$ cat config.mk
export PLATFORM = sky130hd
export DESIGN_NAME = bus_parity_unit
export DESIGN_NICKNAME = d
export VERILOG_FILES = /design/src/rtl/bus_parity_pkg.sv /design/src/rtl/bpu_xor_tree.sv /design/src/rtl/bpu_stage.sv /design/src/rtl/bpu_port_ctl.sv /design/src/rtl/bus_parity_unit.sv
export SDC_FILE = /design/constraint.sdc
export NUM_CORES = 1
export LEC_CHECK = 0
export BUFFER_PORTS_ARGS = -buffer_cell sky130_fd_sc_hd__buf_2
export CORE_AREA = 5 5 42 44
export DETAILED_ROUTE_END_ITERATION = 12
export DIE_AREA = 0 0 47 49
export GPL_TIMING_DRIVEN = 0
export PLACE_DENSITY = 0.41
export SKIP_LAST_GASP = 1
export SLEW_MARGIN = 5
export SYNTH_ARGS = -nofsm -noshare
export SYNTH_HDL_FRONTEND = slang
export SYNTH_SLANG_ARGS = --single-unit
$ cat constraint.sdc
create_clock -name vclk -period 2.5
set_input_delay 0.625 -clock vclk [all_inputs]
set_output_delay 0.625 -clock vclk [all_outputs]
set_load 0.02 [all_outputs]
$ cat src/rtl/bus_parity_pkg.sv
package bus_parity_pkg;

   localparam int unsigned STAGE_INPUTS = 9;
   localparam int unsigned STAGE_NEW    = STAGE_INPUTS - 1;

   typedef enum logic {
      SENSE_ODD  = 1'b0,
      SENSE_EVEN = 1'b1
   } sense_t;

   function automatic int unsigned word_width(input int unsigned stages);
      return STAGE_INPUTS + STAGE_NEW * (stages - 1);
   endfunction

endpackage

$ cat src/rtl/bpu_xor_tree.sv
module bpu_xor_tree #(
   parameter int unsigned W        = 9,
   parameter bit          BALANCED = 1'b1
) (
   input  logic [W-1:0] bits,
   output logic         odd
);

   if (W < 2) begin : g_bad_w
      $error("bpu_xor_tree: W must be at least 2");
   end

   if (BALANCED) begin : g_balanced
      localparam int unsigned LV = $clog2(W);
      localparam int unsigned P  = 1 << LV;
      logic [2*P-1:1] node;
      for (genvar i = 0; i < P; i++) begin : g_leaf
         if (i < W) begin : g_used
            assign node[P+i] = bits[i];
         end else begin : g_pad
            assign node[P+i] = 1'b0;
         end
      end
      for (genvar i = 1; i < P; i++) begin : g_node
         assign node[i] = node[2*i] ^ node[2*i+1];
      end
      assign odd = node[1];
   end else begin : g_linear
      logic [W-1:0] acc;
      assign acc[0] = bits[0];
      for (genvar i = 1; i < W; i++) begin : g_step
         assign acc[i] = acc[i-1] ^ bits[i];
      end
      assign odd = acc[W-1];
   end

endmodule

$ cat src/rtl/bpu_stage.sv
module bpu_stage
   import bus_parity_pkg::*;
#(
   parameter bit BALANCED = 1'b1
) (
   input  logic [STAGE_INPUTS-1:0] d,
   input  sense_t                  sense,
   output logic                    p
);

   logic x;

   bpu_xor_tree #(.W(STAGE_INPUTS), .BALANCED(BALANCED)) u_tree (
      .bits (d),
      .odd  (x)
   );

   // odd sense: bit makes the total count odd; even sense: plain XOR
   assign p = x ^ (sense == SENSE_ODD);

endmodule

$ cat src/rtl/bpu_port_ctl.sv
module bpu_port_ctl (
   input  logic gen_bit,
   input  logic check_en,
   input  logic parity_in,
   output logic parity_out,
   output logic parity_oe,
   output logic err_n
);

   assign parity_out = gen_bit;
   assign parity_oe  = ~check_en;
   assign err_n      = ~(check_en & (parity_in ^ gen_bit));

endmodule

$ cat src/rtl/bus_parity_unit.sv
module bus_parity_unit
   import bus_parity_pkg::*;
#(
   parameter int unsigned N_STAGES = 2,
   parameter bit          BALANCED = 1'b1
) (
   input  logic [word_width(N_STAGES)-1:0] data_i,
   input  logic                            check_en,
   input  logic                            even_sel,
   input  logic                            parity_in,
   output logic                            parity_out,
   output logic                            parity_oe,
   output logic                            err_n
);

   localparam int unsigned WORD_W = word_width(N_STAGES);

   if (N_STAGES < 1) begin : g_bad_n
      $error("bus_parity_unit: N_STAGES must be at least 1");
   end
   if (WORD_W != STAGE_INPUTS + STAGE_NEW * (N_STAGES - 1)) begin : g_bad_w
      $error("bus_parity_unit: word width mismatch");
   end

   logic [N_STAGES-1:0] link;

   for (genvar k = 0; k < N_STAGES; k++) begin : g_stage
      logic [STAGE_INPUTS-1:0] d_k;
      sense_t                  s_k;

      if (k == 0) begin : g_head
         assign d_k = data_i[STAGE_INPUTS-1:0];
      end else begin : g_tail
         assign d_k = {link[k-1], data_i[STAGE_INPUTS + STAGE_NEW*(k-1) +: STAGE_NEW]};
      end

      if (k == N_STAGES - 1) begin : g_last
         assign s_k = sense_t'(even_sel);
      end else begin : g_inner
         assign s_k = SENSE_EVEN;
      end

      bpu_stage #(.BALANCED(BALANCED)) u_stage (
         .d     (d_k),
         .sense (s_k),
         .p     (link[k])
      );
   end

   bpu_port_ctl u_port (
      .gen_bit    (link[N_STAGES-1]),
      .check_en   (check_en),
      .parity_in  (parity_in),
      .parity_out (parity_out),
      .parity_oe  (parity_oe),
      .err_n      (err_n)
   );

endmodule

==> run metrics <==
status finished, violations left; failing checks setup timing; ANT nets after route 0; PD cells 613.4 nW/µm²; Top Ports 23; CP Max Fanout 2; Max Freq 397.0 MHz; final hold vios 0; worst hold path class in -> out; initial antenna violation count 0; DRC viols 0; Final min period 2.519 ns; WL final 480 µm; share of total power in sequential cells 0; Period Utilization, post-route 1.008; hold path startpoint check_en; largest net degree at the start of global routing 3; TritonRoute pass-1 iters 1; share of cells above drive strength 1 0.6977; Initial Utilization 0.1366; Gate Count Post-Synth 19; Die H 49 µm; CP Class in -> out; CP Launch Point data_i[16]; CLK BUF 0; MaxCap Viol Count 0; Clk pwr share 0; Post-Syn Nets 39; sw frac 0.4158; Max-Slew Margin vs Limit 0.8282; core box area 1401 µm²; nets@finish 65; post-DR wirelength/cell 8.136 µm; CP endpoint kind primary output; num sequential 0; worst setup path endpoint err_n; Ys Warns 0; DR iter-0 viols 0; gpl congestion 0.5503; Storage cell area 0 µm²; Least-Margin Pin Slew 0.2559 ns; aggregate global-route resource usage 0.03730; Startpoint Class input pin; Final setup viols 1; Rows 14; Tot Pwr 237.9 µW; vias in the first global route 206; port bufs 23; Via density 3.390; Antenna diodes 0; VDD IR max 0.0002677 V; Max Slew Vio Count 0; die area 2303 µm²; Combinational Power Share 1.000; first-pass GRT wire length 710 µm; cts hold-fix bufs 0; Psw 98.91 µW; Yosys cell types 6; setup TNS -0.01921 ns; P&R area growth vs syn 102.6%; synthesized area per cell 10.08 µm²; Seq/Total Area, Yosys 0; cell internal pwr 139.0 µW; total grt overflow 0; Via Count 200; LEAKAGE 0.2029 nW; Critical Path RT 1.88 ns; Worst Setup Slack, final -0.01921 ns; Die X 47 µm; RSZ-0062 raised after global routing yes; CP Data Arrival Time 1.89 ns; mapped cell area 191.4 µm²
-- through the flow --
stage,hold WS (ns),std cells,utilization,setup slack (ns),area (µm²)
6_report,1.518,59,0.2768,-0.01921,387.9
5_1_grt,1.540,59,0.2768,-0.09309,387.9
4_1_cts,1.518,59,0.2723,-0.02428,381.6
3_5_place_dp,1.523,58,0.2348,-0.2603,329.1
3_3_place_gp,1.528,58,0.2348,-0.2747,329.1
2_1_floorplan,1.322,19,-,0.004626,193.9
-- synth_stat cells, drive strengths merged --
master	instances	share of area
xnor3	2	0.24
nand2	1	0.020
inv	1	0.020
xor2	1	0.046
xnor2	14	0.68
-- cell usage in the layout (no fill, tap or decap), drive strengths merged --
master	synthesis	routed
xor2	1	1
xnor3	2	2
buf	0	24
xnor2	14	14
nand2	1	1
inv	1	1
-- timing repair --
item / in CTS / in global routing
pin swaps: 6 / 1
gates resized for setup: 8 / 1
setup buffers: 1 / 0
endpoints found under the setup margin: 2 / 2
-- power by group through the flow --
stage	combinational [mW]	clock (mW)	sequential, mW
after CTS	0.241	0	0
after global routing	0.255	0	0
after global placement	0.186	0	0
after detailed placement	0.185	0	0
final	0.238	0	0
after floorplan	0.138	0	0
-- layout make-up --
| class | count | area, µm² |
|---|---|---|
| fill | 160 | 1013 |
| multi-input combinational | 18 | 220.2 |
| timing repair buffer | 24 | 143.9 |
| tap | 16 | 20.02 |
| inverter | 1 | 3.754 |
-- worst max-delay path, cell delays in order --
cell	delay (ns)
buf_6	0.10
xnor2_2	0.13
xnor3_1	0.44
xnor2_2	0.17
xnor3_1	0.25
nand2_2	0.07
buf_6	0.11
-- kinds of logic (layout without fill, tap and decap cells) --
family        after synthesis  count (layout)  synth area share
xor+xnor                   17              17            0.9608
buf+inv                     1              25           0.01959
simple gates                1               1           0.01959
-- worst min-delay path by stage --
stage	to	slack [ns]	depth (start not counted)
after global placement	parity_oe	1.53	3
after detailed placement	parity_oe	1.52	3
final	err_n	1.52	3
after floorplan	err_n	1.32	1
after CTS	err_n	1.52	3
after global routing	err_n	1.54	3
-- routing by layer --
metal  wire length, µm  up-vias  global-route usage
met2               179       22             0.06109
met3               102        0            0.003690
met5                 0        -                   0
met1               198       72             0.05482
met4                 0        0                   0
li1                  -      106                   -
(Power assumes the default switching activity.)
